--- src/rtl/spr_pkg.sv ---
package spr_pkg;
  localparam int DW = 32;
  localparam int AW = 16;

  localparam logic [AW-1:0] A_NPC    = 16'h0010;
  localparam logic [AW-1:0] A_STAT   = 16'h0011;
  localparam logic [AW-1:0] A_TIMER  = 16'h5001;
  localparam logic [AW-1:0] A_IMASK  = 16'h4800;
  localparam logic [AW-1:0] A_ISTAT  = 16'h4802;
  localparam logic [AW-1:0] A_DC_PF  = 16'h3002;
  localparam logic [AW-1:0] A_DC_FL  = 16'h3003;
  localparam logic [AW-1:0] A_DC_INV = 16'h3004;
  localparam logic [AW-1:0] A_DC_WB  = 16'h3005;
  localparam logic [AW-1:0] A_DC_LK  = 16'h3006;
  localparam logic [AW-1:0] A_IC_PF  = 16'h2002;
  localparam logic [AW-1:0] A_IC_INV = 16'h2003;
  localparam logic [AW-1:0] A_IC_LK  = 16'h2004;
  localparam logic [AW-1:0] A_GPR0   = 16'h0400;

  typedef enum logic [3:0] {
    CMD_NONE    = 4'd0,
    CMD_DC_PF   = 4'd1,
    CMD_DC_FL   = 4'd2,
    CMD_DC_INV  = 4'd3,
    CMD_DC_WB   = 4'd4,
    CMD_DC_LK   = 4'd5,
    CMD_IC_PF   = 4'd6,
    CMD_IC_INV  = 4'd7,
    CMD_IC_LK   = 4'd8
  } cache_cmd_e;
endpackage

--- src/rtl/spr_tlb_store.sv ---
module spr_tlb_store #(
  parameter int          DW         = 32,
  parameter int          ENTRIES    = 16,
  parameter int          PAGE_LSB   = 13,
  parameter logic [31:0] MATCH_KEEP = 32'h0000_00FF,
  parameter logic [31:0] XLATE_KEEP = 32'h0000_03FF
) (
  input  logic                       clk,
  input  logic                       rst,
  input  logic                       we,
  input  logic                       we_xlate,
  input  logic [$clog2(ENTRIES)-1:0] we_idx,
  input  logic [DW-1:0]              wdata,
  input  logic                       rd_xlate,
  input  logic [$clog2(ENTRIES)-1:0] rd_idx,
  output logic [DW-1:0]              rdata
);
  localparam int          IW        = $clog2(ENTRIES);
  localparam logic [DW-1:0] PAGE_MASK = ~((DW'(1) << PAGE_LSB) - DW'(1));
  localparam logic [DW-1:0] M_KEEP    = PAGE_MASK | DW'(MATCH_KEEP);
  localparam logic [DW-1:0] X_KEEP    = PAGE_MASK | DW'(XLATE_KEEP);

  logic [DW-1:0] match_mem [ENTRIES];
  logic [DW-1:0] xlate_mem [ENTRIES];

  always_ff @(posedge clk) begin
    if (we && !we_xlate) match_mem[we_idx] <= wdata & M_KEEP;
    if (we &&  we_xlate) xlate_mem[we_idx] <= wdata & X_KEEP;
  end

  assign rdata = rd_xlate ? xlate_mem[rd_idx] : match_mem[rd_idx];

  logic [IW-1:0] last_idx;
  always_ff @(posedge clk) last_idx <= we_idx;

  assert_match_clean_R11: assert property (@(posedge clk) disable iff (rst)
    (we && !we_xlate) |=> ((match_mem[last_idx] & ~M_KEEP) == '0));
  assert_xlate_clean_R12: assert property (@(posedge clk) disable iff (rst)
    (we && we_xlate) |=> ((xlate_mem[last_idx] & ~X_KEEP) == '0));
endmodule

--- src/rtl/spr_fx_pulse.sv ---
module spr_fx_pulse
  import spr_pkg::*;
#(
  parameter int DW  = 32,
  parameter int GIW = 5
) (
  input  logic           clk,
  input  logic           rst,
  input  logic           wr_en,
  input  logic           sel_npc,
  input  logic           sel_gpr,
  input  logic [GIW-1:0] gpr_idx,
  input  cache_cmd_e     cmd_code,
  input  logic           irq_fire,
  input  logic [DW-1:0]  wr_data,
  output logic           gpr_wr,
  output logic [GIW-1:0] gpr_wr_idx,
  output logic [DW-1:0]  gpr_wr_data,
  output logic           pc_load,
  output logic [DW-1:0]  pc_load_val,
  output logic [DW-1:0]  pc_next_fetch,
  output logic           irq_en_pulse,
  output logic           cmd_valid,
  output logic [3:0]     cmd_op,
  output logic [DW-1:0]  cmd_addr
);
  always_ff @(posedge clk) begin
    if (rst) begin
      gpr_wr        <= 1'b0;
      gpr_wr_idx    <= '0;
      gpr_wr_data   <= '0;
      pc_load       <= 1'b0;
      pc_load_val   <= '0;
      pc_next_fetch <= '0;
      irq_en_pulse  <= 1'b0;
      cmd_valid     <= 1'b0;
      cmd_op        <= CMD_NONE;
      cmd_addr      <= '0;
    end else begin
      gpr_wr       <= wr_en && sel_gpr;
      pc_load      <= wr_en && sel_npc;
      irq_en_pulse <= irq_fire;
      cmd_valid    <= wr_en && (cmd_code != CMD_NONE);
      cmd_op       <= wr_en ? cmd_code : CMD_NONE;
      if (wr_en && sel_gpr) begin
        gpr_wr_idx  <= gpr_idx;
        gpr_wr_data <= wr_data;
      end
      if (wr_en && sel_npc) begin
        pc_load_val   <= wr_data;
        pc_next_fetch <= wr_data + DW'(4);
      end
      if (wr_en) cmd_addr <= wr_data;
    end
  end

  assert_pc_redirect_R3: assert property (@(posedge clk) disable iff (rst)
    (wr_en && sel_npc) |=> (pc_load && pc_load_val == $past(wr_data)));
  assert_gpr_pulse_R2: assert property (@(posedge clk) disable iff (rst)
    (wr_en && sel_gpr) |=> (gpr_wr && gpr_wr_idx == $past(gpr_idx)));
  assert_cmd_code_R9: assert property (@(posedge clk) disable iff (rst)
    cmd_valid |-> (cmd_op != CMD_NONE));
endmodule

--- src/rtl/spr_access_unit.sv ---
module spr_access_unit
  import spr_pkg::*;
#(
  parameter int          TLB_ENTRIES = 16,
  parameter logic [15:0] TLB_BASE    = 16'h0800,
  parameter int          PAGE_LSB    = 13,
  parameter int          FO_BIT      = 15,
  parameter int          IEE_BIT     = 2,
  parameter logic [31:0] MATCH_KEEP  = 32'h0000_00FF,
  parameter logic [31:0] XLATE_KEEP  = 32'h0000_03FF
) (
  input  logic        clk,
  input  logic        rst,
  input  logic        wr_en,
  input  logic [15:0] wr_addr,
  input  logic [31:0] wr_data,
  input  logic [15:0] rd_addr,
  output logic [31:0] rd_data,
  input  logic [31:0] cur_pc,
  input  logic [31:0] timer_cnt,
  input  logic        pic_level_mode,
  output logic [4:0]  gpr_rd_idx,
  input  logic [31:0] gpr_rd_data,
  output logic        gpr_wr,
  output logic [4:0]  gpr_wr_idx,
  output logic [31:0] gpr_wr_data,
  output logic        pc_load,
  output logic [31:0] pc_load_val,
  output logic [31:0] pc_next_fetch,
  output logic        irq_en_pulse,
  output logic        cmd_valid,
  output logic [3:0]  cmd_op,
  output logic [31:0] cmd_addr
);
  localparam int          IW       = $clog2(TLB_ENTRIES);
  localparam logic [31:0] STAT_RST = 32'(1) << FO_BIT;

  // write-side decode
  logic w_gpr, w_tlb, w_npc, w_stat, w_imask, w_istat, w_flush;
  assign w_gpr   = (wr_addr[15:5] == A_GPR0[15:5]);
  assign w_tlb   = (wr_addr[15:8] == TLB_BASE[15:8]) && (wr_addr[6:IW] == '0);
  assign w_npc   = (wr_addr == A_NPC);
  assign w_stat  = (wr_addr == A_STAT);
  assign w_imask = (wr_addr == A_IMASK);
  assign w_istat = (wr_addr == A_ISTAT);
  assign w_flush = (wr_addr == A_DC_FL);

  cache_cmd_e cmd_code;
  always_comb begin
    case (wr_addr)
      A_DC_PF:  cmd_code = CMD_DC_PF;
      A_DC_FL:  cmd_code = CMD_DC_FL;
      A_DC_INV: cmd_code = CMD_DC_INV;
      A_DC_WB:  cmd_code = CMD_DC_WB;
      A_DC_LK:  cmd_code = CMD_DC_LK;
      A_IC_PF:  cmd_code = CMD_IC_PF;
      A_IC_INV: cmd_code = CMD_IC_INV;
      A_IC_LK:  cmd_code = CMD_IC_LK;
      default:  cmd_code = CMD_NONE;
    endcase
  end

  // locally held registers
  logic [31:0] stat_q, imask_q, istat_q;
  logic        flushed_q;

  always_ff @(posedge clk) begin
    if (rst) begin
      stat_q    <= STAT_RST;
      imask_q   <= '0;
      istat_q   <= '0;
      flushed_q <= 1'b0;
    end else if (wr_en) begin
      if (w_stat)                    stat_q    <= wr_data | STAT_RST;
      if (w_imask)                   imask_q   <= wr_data;
      if (w_istat && !pic_level_mode) istat_q  <= wr_data;
      if (w_flush)                   flushed_q <= 1'b1;
    end
  end

  logic irq_fire;
  assign irq_fire = wr_en &&
    ((w_stat && wr_data[IEE_BIT] && !stat_q[IEE_BIT]) ||
     (w_imask && stat_q[IEE_BIT]));

  logic [31:0] tlb_rdata;
  spr_tlb_store #(
    .DW(32), .ENTRIES(TLB_ENTRIES), .PAGE_LSB(PAGE_LSB),
    .MATCH_KEEP(MATCH_KEEP), .XLATE_KEEP(XLATE_KEEP)
  ) u_tlb (
    .clk(clk), .rst(rst),
    .we(wr_en && w_tlb), .we_xlate(wr_addr[7]), .we_idx(wr_addr[IW-1:0]),
    .wdata(wr_data),
    .rd_xlate(rd_addr[7]), .rd_idx(rd_addr[IW-1:0]), .rdata(tlb_rdata)
  );

  spr_fx_pulse #(.DW(32), .GIW(5)) u_fx (
    .clk(clk), .rst(rst), .wr_en(wr_en),
    .sel_npc(w_npc), .sel_gpr(w_gpr), .gpr_idx(wr_addr[4:0]),
    .cmd_code(cmd_code), .irq_fire(irq_fire), .wr_data(wr_data),
    .gpr_wr(gpr_wr), .gpr_wr_idx(gpr_wr_idx), .gpr_wr_data(gpr_wr_data),
    .pc_load(pc_load), .pc_load_val(pc_load_val), .pc_next_fetch(pc_next_fetch),
    .irq_en_pulse(irq_en_pulse),
    .cmd_valid(cmd_valid), .cmd_op(cmd_op), .cmd_addr(cmd_addr)
  );

  // read side
  logic r_gpr, r_tlb;
  assign r_gpr      = (rd_addr[15:5] == A_GPR0[15:5]);
  assign r_tlb      = (rd_addr[15:8] == TLB_BASE[15:8]) && (rd_addr[6:IW] == '0);
  assign gpr_rd_idx = rd_addr[4:0];

  always_comb begin
    rd_data = '0;
    if (r_gpr)      rd_data = gpr_rd_data;
    else if (r_tlb) rd_data = tlb_rdata;
    else begin
      case (rd_addr)
        A_NPC:   rd_data = cur_pc;
        A_STAT:  rd_data = stat_q;
        A_TIMER: rd_data = timer_cnt;
        A_IMASK: rd_data = imask_q;
        A_ISTAT: rd_data = istat_q;
        A_DC_FL: rd_data = flushed_q ? '1 : '0;
        default: rd_data = '0;
      endcase
    end
  end

  assert_fo_forced_R5: assert property (@(posedge clk) disable iff (rst)
    stat_q[FO_BIT]);
  assert_istat_hold_R8: assert property (@(posedge clk) disable iff (rst)
    (wr_en && w_istat && pic_level_mode) |=> $stable(istat_q));
  assert_irq_edge_R6: assert property (@(posedge clk) disable iff (rst)
    (wr_en && w_stat && wr_data[IEE_BIT] && !stat_q[IEE_BIT]) |=> irq_en_pulse);
  assert_irq_mask_R7: assert property (@(posedge clk) disable iff (rst)
    (wr_en && w_imask && !stat_q[IEE_BIT] && !w_stat) |=> !irq_en_pulse);
endmodule

--- config.mk ---
export PLATFORM = sky130hd
export DESIGN_NAME = spr_access_unit
export DESIGN_NICKNAME = d
export VERILOG_FILES = /design/src/rtl/spr_pkg.sv /design/src/rtl/spr_tlb_store.sv /design/src/rtl/spr_fx_pulse.sv /design/src/rtl/spr_access_unit.sv
export SDC_FILE = /design/constraint.sdc
export NUM_CORES = 1
export LEC_CHECK = 0
export BUFFER_PORTS_ARGS = -buffer_cell sky130_fd_sc_hd__buf_2
export CAP_MARGIN = 20
export CORE_MARGIN = 4
export CORE_UTILIZATION = 48
export CTS_CLUSTER_SIZE = 25
export DETAILED_ROUTE_END_ITERATION = 6
export MAX_ROUTING_LAYER = met4
export PLACE_DENSITY = 0.78
export SYNTH_ARGS = -nofsm -noshare
export SYNTH_HDL_FRONTEND = slang
export SYNTH_SLANG_ARGS = --single-unit
--- constraint.sdc ---
create_clock -name clk -period 7.5 [get_ports clk]
set_input_delay 1.5 -clock clk [delete_from_list [all_inputs] [get_ports clk]]
set_output_delay 1.5 -clock clk [all_outputs]
set_load 0.01 [all_outputs]
==> run_results.csv <==
group,metric,value,unit
status,status,"completed",
power_and_ir_drop,switching_share,21.3,%
power_and_ir_drop,power_density,248,nW/um2
synthesis,synth_fa_ha_area_share,0.0280,%
place,gp_congestion,0.940,
synthesis,synth_top_area_share,60.1,%
global_routing,grt_pass1_vias,28100,
critical_path,slowest_delay,950,ps
synthesis,synthesis.area,44700,um2
critical_path,rr_worst_depth,2,
cells_and_area,finalNonFillerCells,4553,
power_and_ir_drop,clockPowerShare,42.5,%
synthesis,ys_warn_count,0,
synthesis,syn-num-nets,3061,
place,portBuffers,341,
detailed_routing,drt-initial-drc-count,4960,
die,core-area,92100,um2
place,dp_slack,1340,ps
synthesis,synthXorXnorAreaFrac,0.548,%
place,dpl.hpwl,80800,um
cells_and_area,drive_gt1_share,27.5,%
cells_and_area,fin_util,56.1,%
min_path,holdCritPathClass,"reg -> reg",
synthesis,yosys-top-cells-area,"edfxtp_1, dfxtp_1, mux4_2",
global_routing,grt_first_pass_wirelength,195000,um
critical_path,worstPathRequired,6000,ps
cells_and_area,areaGrowthSynthToFinish,15.6,%
clocking,cts_hold_buf,0,
critical_path,critPathCaptureType,"primary output",
synthesis,yosysTopAreaCell,"edfxtp_1",
global_routing,antenna_found_initial,13,
power_and_ir_drop,p_switching,2730,uW
die,fp.dieH,313,um
detailed_routing,drc,0,
power_and_ir_drop,pwr-share-comb,4.7,%
synthesis,synthMuxAreaShare,12.7,%
synthesis,yosysMostFrequentCell,"edfxtp_1",
detailed_routing,vias,29000,
clocking,post_cts_resize_count,0,
critical_path,path_cells,"buf_2 > nor4_1 > nand3_1 > nor2_1 > a221oi_1 > a31oi_1 > buf_2",
cells_and_area,seq_area,31600,um2
sta,setup_total_negative_slack,0,ps
synthesis,ys_top_cells_by_count,"edfxtp_1, nand2_1, dfxtp_1",
synthesis,synth_cell_types,66,
synthesis,synth_edf_count,896,
synthesis,ys_seq_elements,1131,
synthesis,syn_inst,2896,
sta,setup_viol,0,
power_and_ir_drop,peakVddDrop,0.186,mV
run,cap_violations,0,
sta,finalCriticalPeriod,6370,ps
clocking,cts_tree,"done",
clocking,htreeDepth,3,
clocking,clkTransAtPathRegs,60,ps
synthesis,synth-compound-area-share,6.70,%
die,dieWidth,313,um
sta,relSlewSlack,18.5,%
die,die_area,98100,um2
critical_path,cpMostUsedCell,"buf_2",
clocking,cts_buffers,102,
sta,hold_viol_final,0,
detailed_routing,drtPass1Iterations,6,
cells_and_area,multi_input_area,12400,um2
detailed_routing,ant_nets,0,
synthesis,synth_top_flop_cell,"edfxtp_1",
die,start_util,48.6,%
sta,fin_crit_sh,85.0,%
synthesis,yosysSeqAreaShare,70.7,%
detailed_routing,wl_per_cell,29.8,um
clocking,ctsRootBufferMaster,"clkbuf_16",
synthesis,synth_simple_gate_area_share,7.13,%
critical_path,arrival,4870,ps
sta,worstMarginPinSlew,1220,ps
global_routing,track_usage,28.0,%
sta,rsz0062_at_grt,"no",
critical_path,cpLargestDelayFamily,"simple AND/OR/NAND/NOR gates",
die,ios,342,
die,rows,111,
synthesis,synthArstFlopShare,0,%
clocking,post-cts-setup-buffers,0,
sta,drv_slew,0,
critical_path,crit_cells,7,
power_and_ir_drop,p_leak,0.0172,uW
clocking,clk_latency,680,ps
power_and_ir_drop,seq_power_share,52.8,%
sta,fmax,157,MHz
global_routing,grt_overflow,0,
critical_path,path_buf_inv,2,
cells_and_area,n_fill_cell,6877,
min_path,min_path_cells,2,
clocking,clk_path_buf_depth,3,
power_and_ir_drop,internal-power,10100,uW
global_routing,grt_max_degree,115,
critical_path,crit_fanout,12,
detailed_routing,vias_per_cell,6.37,
critical_path,path_class,"in -> out",
synthesis,synth_top_family_by_area,"multiplexers",
synthesis,syn_avg_cell_area,15.4,um2
cells_and_area,final_net_count,3376,
sta,finClkSkew,0.0391,ps
place,placed_cells,4349,
critical_path,startpoint_type,"primary input",
sta,setup_ws,1130,ps
detailed_routing,finalWirelength,136000,um
critical_path,slowest_stage,"nor2_1",
clocking,cts.sinks,1131,
sequential cells by signal, summed over array words and instances, names as in the netlist:
signal,cells
u_tlb.match_mem,432
u_fx.irq_en_pulse,1
u_tlb.xlate_mem,464
u_fx.pc_load_val,30
istat_q,32
u_fx.pc_next_fetch,32
u_fx.cmd_valid,1
u_fx.gpr_wr_idx,5
u_fx.gpr_wr_data,32
imask_q,32
u_fx.gpr_wr,1
flushed_q,1
stat_q,31
u_fx.cmd_addr,32
u_fx.cmd_op,4
u_fx.pc_load,1
final cells by class:
class / instances / area share [%]
sequential: 1131 / 61.2
multi-input combinational: 1531 / 23.9
clock buffer: 138 / 5.62
timing repair buffer: 442 / 5.01
tap: 1243 / 3.01
clock inverter: 53 / 1.24
antenna: 12 / 0.0581
inverter: 3 / 0.0218
kinds of logic after synthesis:
kind of cell,count (synthesis)
AO/OA/AOI/OAI,458
buffers and inverters,234
XOR/XNOR,28
multiplexers,323
adder cells (fa/ha/maj),1
flip-flops,1131
AND/OR/NAND/NOR,721
final timing paths:
check	slack, ps	startpoint	endpoint
setup / recovery	1130	rd_addr[13]	rd_data[23]
hold / removal	450	u_fx.gpr_wr_data[10]	u_fx.gpr_wr_data[10]
setup reg to reg	6560	stat_q[2]	u_fx.irq_en_pulse
hold reg to reg	450	u_fx.gpr_wr_data[10]	u_fx.gpr_wr_data[10]
placed cells by master, fill, tap and decap left out, types with 9 or more instances in the layout:
cell type and count:
o22a_1 11, nand2b_1 13, buf_2 337, a211oi_1 35
nand3_1 45, clkbuf_16 107, a222oi_1 11, a221oi_1 28
nor2_1 93, nand2_1 422, mux2i_1 75, edfxtp_1 896
a22o_1 18, a22oi_1 18, and3_1 13, buf_4 93
clkbuf_1 20, bufinv_16 11, clkinv_1 10, nor3_2 16
dfxtp_1 235, o221ai_1 26, and4_1 9, nor2_4 13
xor2_1 23, o21ai_0 29, a21oi_1 194, mux4_2 190
nor3_1 11, nand4_1 25, clkbuf_8 12, mux2_2 58
diode_2 12, nor4_1 9, o22ai_1 51, clkinv_2 12
layer usage:
| metal | vias to the layer above | GRT usage [%] | part of all wire, % |
|---|---|---|---|
| li1 | 11900 | - | - |
| met1 | 14300 | 35.1 | 34 |
| met2 | 2366 | 41.8 | 45 |
| met3 | 442 | 7.93 | 14 |
| met4 | 0 | 14.7 | 6.2 |
| met5 | - | - | 0 |
power groups by stage:
stage                     combinational [uW]  clock [uW]  sequential, uW
after CTS                                593        5490            6770
after global routing                     632        5760            6760
after floorplan                          313           0            6910
final                                    601        5460            6770
after detailed placement                 586           0            6900
after global placement                   575           0            6900
tightest hold or removal path: cells and delay by family (launching register included):
kind	cells	cell delay (ps)
simple gates	1	50
compound gates	1	50
flops	1	300
stage by stage:
stage	area, um2	hold WS (ps)	power (uW)
finish	51700	450	12800
floorplan	44700	427	7220
detailed placement	48100	443	7490
global route	51700	469	13200
CTS	51600	451	12800
global placement	48000	434	7480
Power figures use the tool's default switching activity.
